[src/rtl/pwm_pkg.sv]
package pwm_pkg;
  typedef enum logic {DIR_UP = 1'b0, DIR_DOWN = 1'b1} ramp_dir_e;
endpackage

[src/rtl/pwm_timebase.sv]
module pwm_timebase #(
  parameter int CW = 12
) (
  input  logic          clk,
  input  logic          rst,
  input  logic [CW-1:0] period,
  input  logic          center_mode,
  input  logic [CW-1:0] adc_offset,
  output logic [CW-1:0] cnt,
  output logic          wrap,
  output logic          adc_strobe
);
  import pwm_pkg::*;

  localparam logic [CW-1:0] ONE = CW'(1);

  ramp_dir_e dir;
  logic      tri_q;
  logic      at_top;

  assign at_top = (cnt >= period - ONE);
  // last cycle of the current period
  assign wrap = tri_q ? (dir == DIR_DOWN && cnt == '0) : at_top;

  always_ff @(posedge clk) begin
    if (rst) begin
      cnt   <= '0;
      dir   <= DIR_UP;
      tri_q <= center_mode;
    end else if (wrap) begin
      cnt   <= '0;
      dir   <= DIR_UP;
      tri_q <= center_mode;
    end else if (!tri_q) begin
      cnt <= cnt + ONE;
    end else if (dir == DIR_UP) begin
      if (at_top) dir <= DIR_DOWN;
      else        cnt <= cnt + ONE;
    end else begin
      cnt <= cnt - ONE;
    end
  end

  always_ff @(posedge clk) begin
    if (rst) adc_strobe <= 1'b0;
    else     adc_strobe <= (dir == DIR_UP) && (cnt == adc_offset);
  end

  // a period end always restarts the ramp from zero counting up
  assert_wrap_restart_R1: assert property (@(posedge clk) disable iff (rst)
    wrap |=> (cnt == '0 && dir == DIR_UP));

  // the strobe is a single-clock pulse
  assert_strobe_single_R7: assert property (@(posedge clk) disable iff (rst)
    adc_strobe |=> !adc_strobe);

  // the down ramp only ever decrements by one
  assert_down_step_R2: assert property (@(posedge clk) disable iff (rst)
    (dir == DIR_DOWN && !wrap) |=> (cnt == $past(cnt) - ONE));
endmodule

[src/rtl/pwm_phase.sv]
module pwm_phase #(
  parameter int CW  = 12,
  parameter int FW  = 8,
  parameter int DBW = 4
) (
  input  logic           clk,
  input  logic           rst,
  input  logic [CW-1:0]  cnt,
  input  logic           wrap,
  input  logic [CW-1:0]  period,
  input  logic [CW-1:0]  duty_int,
  input  logic [FW-1:0]  duty_frac,
  input  logic [DBW-1:0] dead_band,
  output logic           hi,
  output logic           lo
);
  localparam int SW = FW + 1;
  localparam int WW = CW + 1;

  logic [FW-1:0]  acc;
  logic [SW-1:0]  acc_sum;
  logic [WW-1:0]  want;
  logic [CW-1:0]  cmp_next;
  logic [CW-1:0]  cmp;
  logic           raw_q;
  logic           lvl;
  logic [DBW-1:0] dcnt;

  // first-order sigma-delta: carry-out adds one count this period
  assign acc_sum  = {1'b0, acc} + {1'b0, duty_frac};
  assign want     = {1'b0, duty_int} + WW'(acc_sum[FW]);
  assign cmp_next = (want >= {1'b0, period}) ? period : want[CW-1:0];

  always_ff @(posedge clk) begin
    if (rst) begin
      acc <= '0;
      cmp <= '0;
    end else if (wrap) begin
      acc <= acc_sum[FW-1:0];
      cmp <= cmp_next;
    end
  end

  always_ff @(posedge clk) begin
    if (rst) raw_q <= 1'b0;
    else     raw_q <= (cnt < cmp);
  end

  // dead band: both outputs low for dead_band clocks at each change
  always_ff @(posedge clk) begin
    if (rst) begin
      lvl  <= 1'b0;
      dcnt <= '0;
      hi   <= 1'b0;
      lo   <= 1'b0;
    end else if (raw_q != lvl) begin
      lvl <= raw_q;
      if (dead_band == '0) begin
        dcnt <= '0;
        hi   <= raw_q;
        lo   <= !raw_q;
      end else begin
        dcnt <= dead_band - DBW'(1);
        hi   <= 1'b0;
        lo   <= 1'b0;
      end
    end else if (dcnt != '0) begin
      dcnt <= dcnt - DBW'(1);
    end else begin
      hi <= lvl;
      lo <= !lvl;
    end
  end

  // never drive both switches of the leg
  assert_no_shoot_R6: assert property (@(posedge clk) disable iff (rst)
    !(hi && lo));

  // the compare value moves only after a period end
  assert_cmp_hold_R4: assert property (@(posedge clk) disable iff (rst)
    (!$past(rst) && !$past(wrap)) |-> $stable(cmp));

  // the applied value never exceeds the period
  assert_cmp_bound_R5: assert property (@(posedge clk) disable iff (rst)
    (!$past(rst) && $past(wrap)) |-> (cmp <= $past(period)));

  // unsaturated commands apply the integer or the integer plus one
  assert_dither_step_R3: assert property (@(posedge clk) disable iff (rst)
    (!$past(rst) && $past(wrap) && ($past(duty_int) < $past(period))) |->
      ({1'b0, cmp} == {1'b0, $past(duty_int)} ||
       {1'b0, cmp} == {1'b0, $past(duty_int)} + WW'(1)));

  // reset forces the leg off
  assert_reset_low_R8: assert property (@(posedge clk)
    rst |=> (!hi && !lo));
endmodule

[src/rtl/dithered_pwm_gen.sv]
module dithered_pwm_gen #(
  parameter int NPH = 3,
  parameter int CW  = 12,
  parameter int FW  = 8,
  parameter int DBW = 4
) (
  input  logic              clk,
  input  logic              rst,
  input  logic [CW-1:0]     period,
  input  logic              center_mode,
  input  logic [CW-1:0]     adc_offset,
  input  logic [DBW-1:0]    dead_band,
  input  logic [NPH*CW-1:0] duty_int,
  input  logic [NPH*FW-1:0] duty_frac,
  output logic [NPH-1:0]    pwm_hi,
  output logic [NPH-1:0]    pwm_lo,
  output logic              adc_strobe
);
  logic [CW-1:0] cnt;
  logic          wrap;

  pwm_timebase #(.CW(CW)) u_timebase (
    .clk         (clk),
    .rst         (rst),
    .period      (period),
    .center_mode (center_mode),
    .adc_offset  (adc_offset),
    .cnt         (cnt),
    .wrap        (wrap),
    .adc_strobe  (adc_strobe)
  );

  for (genvar p = 0; p < NPH; p++) begin : g_phase
    pwm_phase #(.CW(CW), .FW(FW), .DBW(DBW)) u_phase (
      .clk       (clk),
      .rst       (rst),
      .cnt       (cnt),
      .wrap      (wrap),
      .period    (period),
      .duty_int  (duty_int[p*CW +: CW]),
      .duty_frac (duty_frac[p*FW +: FW]),
      .dead_band (dead_band),
      .hi        (pwm_hi[p]),
      .lo        (pwm_lo[p])
    );
  end
endmodule

[config.mk]
export PLATFORM = sky130hd
export DESIGN_NAME = dithered_pwm_gen
export DESIGN_NICKNAME = d
export VERILOG_FILES = /design/src/rtl/pwm_pkg.sv /design/src/rtl/pwm_timebase.sv /design/src/rtl/pwm_phase.sv /design/src/rtl/dithered_pwm_gen.sv
export SDC_FILE = /design/constraint.sdc
export NUM_CORES = 1
export LEC_CHECK = 0
export ABC_CLOCK_PERIOD_IN_PS = 12500
export BUFFER_PORTS_ARGS = -buffer_cell sky130_fd_sc_hd__buf_4
export CAP_MARGIN = 20
export CORE_ASPECT_RATIO = 0.75
export CORE_UTILIZATION = 65
export DETAILED_ROUTE_END_ITERATION = 8
export PLACE_DENSITY = 0.88
export RECOVER_POWER = 100
export SLEW_MARGIN = 20
export SYNTH_ARGS = -nofsm -noshare
export SYNTH_HDL_FRONTEND = slang
export SYNTH_SLANG_ARGS = --single-unit
[constraint.sdc]
create_clock -name clk -period 12.5 [get_ports clk]
set_input_delay 0.625 -clock clk [delete_from_list [all_inputs] [get_ports clk]]
set_output_delay 0.625 -clock clk [all_outputs]
set_load 0.01 [all_outputs]
Yosys cells after proc, flatten, opt, wreduce, memory -nomap -nowiden
Index checks and enable logic that the tools add are counted.

Add/subtract/negate cells: 13. Magnitude comparators: 7. Eq/ne operators: 8. Muxes and demuxes: 36. Bitwise operators: 1. Reductions and logical operators: 18.

Operator list (number): $mux 12 (6); $add 12x1->13 (3); $ge 13x12->1 (3); $lt 12x12->1 (3); $mux 4 (7); $add 8x8->9 (3); $sub 12x1->12 const B (2); $mux 1 (23); $sub 4x1->4 const B (4); $add 12x1->12 const B (1); $eq 12x12->1 (1); $ge 12x12->1 (1); $logic_not 12->1 (1); $reduce_bool 4->1 (3); $reduce_bool 2->1 (4); $logic_not 1->1 (6); $ne 2x1->1 const B (3); $logic_not 4->1 (1); $ne 1x1->1 (3); $ne 3x2->1 const B (1); $logic_and 1x1->1 (2); $reduce_or 2->1 (1); $not 1->1 (1).

Flip-flop bits (word level): 99. Input bits: 91. Output and inout port bits: 7. Word-level logic and storage cells: 108.

Logic depth before layout (Yosys ltp)
Word-level depth: 5. Gate-level depth with buffers: 22.

By module
Synthesis repeated with hierarchy kept, for this count alone.

Cells, all modules: 1003. Area total of the unflattened synthesis: 8194.1 µm².

Modules (own cells, without submodules): pwm_phase at g_phase[0].u_phase ... (times used 2, cells each 270, area each 2218.4 µm²); pwm_phase at g_phase[1].u_phase (times used 1, cells each 271, area each 2213.4 µm²); pwm_timebase (times used 1, cells each 192, area each 1544.0 µm²).

Worst setup path before layout
OpenSTA, ideal clock, no wires.

Kind: input to register. From: in duty_frac[0]. To: reg g_phase[0].u_phase.cmp[10]. Setup time: 0.130 ns. Arrival: 4.539 ns. Slack: 7.831 ns. Cell stages on the path: 22. Buffers on the path: 1. Cells stage by stage: ha_1 > fa_1 > a21o_1 > a21o_1 > a211oi_1 > nor2_1 > o21ai_0 > nand2b_1 > ha_1 > ha_1 > and4_1 > nand4_1 > nor2_1 > xor2_1 > ha_1 > a21o_1 > a21oi_1 > o21ai_0 > a211oi_2 > buf_2 > mux2i_1 > o22ai_1.

Longest elaborated chain between the ends: 4.

RTL lines: start: declaration (RTL line dithered_pwm_gen.sv:14) `input logic [NPH*FW-1:0] duty_frac,`; $add 8x8->9 (*) (RTL line pwm_phase.sv:30) `assign acc_sum = {1'b0, acc} + {1'b0, duty_frac};`; $add 12x1->13 (*) (RTL line pwm_phase.sv:31) `assign want = {1'b0, duty_int} + WW'(acc_sum[FW]);`; $ge 13x12->1 (RTL line pwm_phase.sv:32) `assign cmp_next = (want >= {1'b0, period}) ? period : want[CW-1:0];`; $mux 12 (*) (RTL line pwm_phase.sv:32); end signal: assignment (RTL line pwm_phase.sv:40) `cmp <= cmp_next;`; end: declaration (RTL line pwm_phase.sv:24) `logic [CW-1:0] cmp;`.

Every way passes the cells marked *; elsewhere a longest branch is shown, timed or not. A chain may end at the register's enable or synchronous reset.

Final worst setup path
From: in duty_frac[16]. To: reg g_phase[2].u_phase.cmp[11].

Longest elaborated chain between the ends: 4.

RTL lines (RTL line): $add 8x8->9 (*) (pwm_phase.sv:30); $add 12x1->13 (*) (pwm_phase.sv:31); $ge 13x12->1 (pwm_phase.sv:32); $mux 12 (*) (pwm_phase.sv:32); end signal: assignment (pwm_phase.sv:40); end: declaration (pwm_phase.sv:24).

Marked as above.

==> metrics.md <==
| Metric | Value |
|---|---|
| Status | `finished, violations left` |
| Failing checks | `max-capacitance violations, max-slew violations` |
| Worst slew margin | `-0.567` |
| CTS max path bufs | `2` |
| Core footprint | `between 0.01 and 0.015 sq mm` |
| R2r setup slk | `6.46 ns` |
| Post-synth EDFFs | `1` |
| CP top delay family | `simple AND/OR/NAND/NOR gates` |
| Share of power burned in registers | `0.391` |
| Fillers | `943` |
| Net Count, Synth | `1229` |
| Post-CTS sizing | `0` |
| Num Clock Sinks | `99` |
| Most frequent cells in the layout | `ha_1, dfxtp_1, buf_4` |
| Total CTS buffers | `9` |
| Drt drc | `0` |
| Synthesized cell area | `0.00835 sq mm` |
| Cell Area, Placed | `~0.009 sq mm` |
| Die ar. | `about 0.013 sq mm` |
| Avg Synthesized Cell Area | `8.21 sq um` |
| Initial antenna violation count | `0` |
| Commonest non-fill, non-tap cell in the layout | `ha_1` |
| Asr flop ratio synth | `0` |
| DRT antenna net count | `0` |
| Hold_buf cts | `0` |
| Internal power | `around 0.00061 W` |
| Worst hold path class | `input port to flip-flop` |
| Clk_skew | `0.00858 ns` |
| Switching Share | `0.338` |
| Type of the worst setup path | `input port to flip-flop` |
| WP buf/inv | `1` |
| Ys flop type | `dfxtp_1` |
| DR iter-0 viols | `634` |
| Worst path max stage delay | `about 1.6 ns` |
| Die height | `100 microns` |
| Crit-path slowest cell | `nor3_1` |
| CP Max Fanout | `12` |
| Synth cell types | `64` |
| Final wirelength | `22.9 mm` |
| CTS root buffer | `clkbuf_16` |
| Routed len/inst | `18.4 microns` |
| Combinational share of power | `0.296` |
| Cell mode on critical path | `ha_1` |
| Via count | `7945` |
| Number of synthesized register bits | `just under 100` |
| Post-synthesis sequential area ratio | `0.239` |
| Vias per cell | `between 6 and 7` |
| Ys Warns | `0` |
| Crit path required time | `12.78 ns` |
| Top post-synthesis cells by area | `dfxtp_1, ha_1, xnor2_1` |
| Worst IR Drop VDD | `0.0822 mV` |
| Placer Congestion | `between 0.9 and 1` |
| Clock power share | `0.313` |
| Post-Syn Instances | `a little over 1000` |
| HPWL Detailed | `16.4 mm` |
| P_sw | `0.000312 W` |
| Nets | `1287` |
| Clk Latency, worst-skew pair | `around 0.36 ns` |
| Startpoint type of the worst setup path | `input port` |
| CP arrival | `6.40 ns` |
| CP Cell Sequence | `clkbuf_4 -> ha_1 -> fa_1 -> a21o_1 -> a21o_1 -> a211oi_1 -> nor2_1 -> o21ai_0 -> nand2b_1 -> ha_1 -> and3_1 -> nand3_1 -> nor2_1 -> xor2_1 -> ha_1 -> and3_1 -> a221oi_1 -> a21boi_0 -> nor3_1 -> mux2i_1 -> o22ai_1` |
| GRT Util Overall | `0.350` |
| Fraction of layout cells with a size suffix above 1 | `0.114` |
| Total negative slack | `0 ns` |
| Placed insts | `1230` |
| Number of max-cap violations | `3` |
| Io pins | `98` |
| Yosys top cell by area | `dfxtp_1` |
| Minimum clock period | `6.12 ns` |
| CTS tree | `built` |
| RSZ-0062 raised after global routing | `no` |
| Diodes inserted | `0` |
| Port bufs | `97` |
| P&R area growth vs syn | `11.6%` |
| Fin. max-slew vios | `109` |
| Grt total ovfl | `0` |
| Synth top area share | `0.235` |
| Pwr/cell area | `99.2 mW/mm^2` |
| Vias in the first global route | `between 7000 and 8000` |
| Global-route wire length before repair | `36.9 mm` |
| Final setup fails | `0` |
| Fin crit share | `0.489` |
| Count of final hold-check violations | `0` |
| TritonRoute pass-1 iters | `5` |
| Cell area after layout | `0.00931 sq mm` |
| Reg clk slew, reported paths | `approximately 0.080 ns` |
| Fmax | `between 150 and 200 MHz` |
| Slew @ Worst Pin | `2.35 ns` |
| Crit end category | `flip-flop` |
| Static Leakage | `about 4 nW` |
| Starting Density | `0.673` |
| Largest net degree at the start of global routing | `52` |
| Site Rows | `35` |
| Max H-tree Level | `3` |
| Die W | `around 130 microns` |
| Final non-filler cell total | `1246` |
| Post-CTS setup buffers | `0` |
layout make-up:
cell class | count | area [sq um] | area share
inverters | 63 | 236 | 0.0254
flip-flops and latches | 99 | 1990 | 0.214
clock inverters | 7 | 81.3 | 0.00874
clock buffers | 9 | 225 | 0.0242
well taps | 166 | 208 | 0.0223
repair buffers | 103 | 732 | 0.0786
multi-input cells | 799 | 5840 | 0.627
cells in the mapped netlist (4+ instances only):
cell type  count
xnor2_1       54
buf_4          9
inv_1         62
a21o_1        21
and4_1         7
xor2_1        24
clkbuf_1      32
o22ai_1       31
buf_2         13
o21a_1         5
nor2_1        67
a211oi_1      11
mux2i_1       41
nor4_1         7
nand3b_1       6
a22oi_1        4
nand2b_1       6
nand4_1       14
o21ai_0       50
o31ai_1       10
nand3_1       30
and3_1         6
dfxtp_1       98
a21oi_1       66
o32ai_1        7
or3_1          8
nor3b_1        5
a211o_1        6
o211ai_1      30
ha_1         118
nand2_1       83
nor3_1        22
nor2b_1        9
registers in the layout, summed over array words and instances, names as in the netlist, 3 cells and up:
| register | cells |
|---|---|
| g_phase.u_phase.acc | 24 |
| g_phase.u_phase.cmp | 36 |
| g_phase.u_phase.dcnt | 12 |
| g_phase.u_phase.hi | 3 |
| g_phase.u_phase.lo | 3 |
| g_phase.u_phase.lvl | 3 |
| g_phase.u_phase.raw_q | 3 |
| u_timebase.cnt | 12 |
logic make-up (layout without fill, tap and decap cells):
family / after synthesis / in the layout / synth area share
buffers and inverters: 119 / 182 / 0.0613
flip-flops: 99 / 99 / 0.239
multiplexers: 44 / 44 / 0.0532
XOR/XNOR: 78 / 78 / 0.0819
AO/OA/AOI/OAI: 276 / 276 / 0.216
AND/OR/NAND/NOR: 280 / 280 / 0.165
adder cells (fa/ha/maj): 121 / 121 / 0.184
through the flow:
step,hold slack [ns],setup WS [ns],util,total power (W)
finish,0.474,6.38,0.751,0.000924
detailed placement,0.463,6.87,0.732,0.000639
floorplan,0.448,7.83,-,0.000567
CTS,0.452,7.21,0.756,0.000924
global route,0.471,6.06,0.751,0.000973
global placement,0.458,7.02,0.732,0.000630
power by group through the flow:
stage	clock network [W]	logic, W	registers, W
floorplan	0	0.000208	0.000359
global placement	0	0.000262	0.000368
detailed placement	0	0.000271	0.000368
CTS	0.000289	0.000274	0.000361
global route	0.000303	0.000306	0.000365
finish	0.000289	0.000273	0.000362
final timing paths:
path                              from                         end  depth (start not counted)
min reg2reg  g_phase[2].u_phase.cmp[2]   g_phase[2].u_phase.cmp[2]                          2
max reg2reg  g_phase[2].u_phase.acc[0]  g_phase[2].u_phase.cmp[11]                         20
min                        center_mode            u_timebase.tri_q                          1
max                      duty_frac[16]  g_phase[2].u_phase.cmp[11]                         21
routing by layer:
layer,share of wire,global-route usage,vias up
li1,-,-,3815
met1,0.43,0.455,3605
met2,0.43,0.549,447
met3,0.10,0.0859,78
met4,0.033,0.161,0
met5,0,0,-
Power figures use the tool's default switching activity.
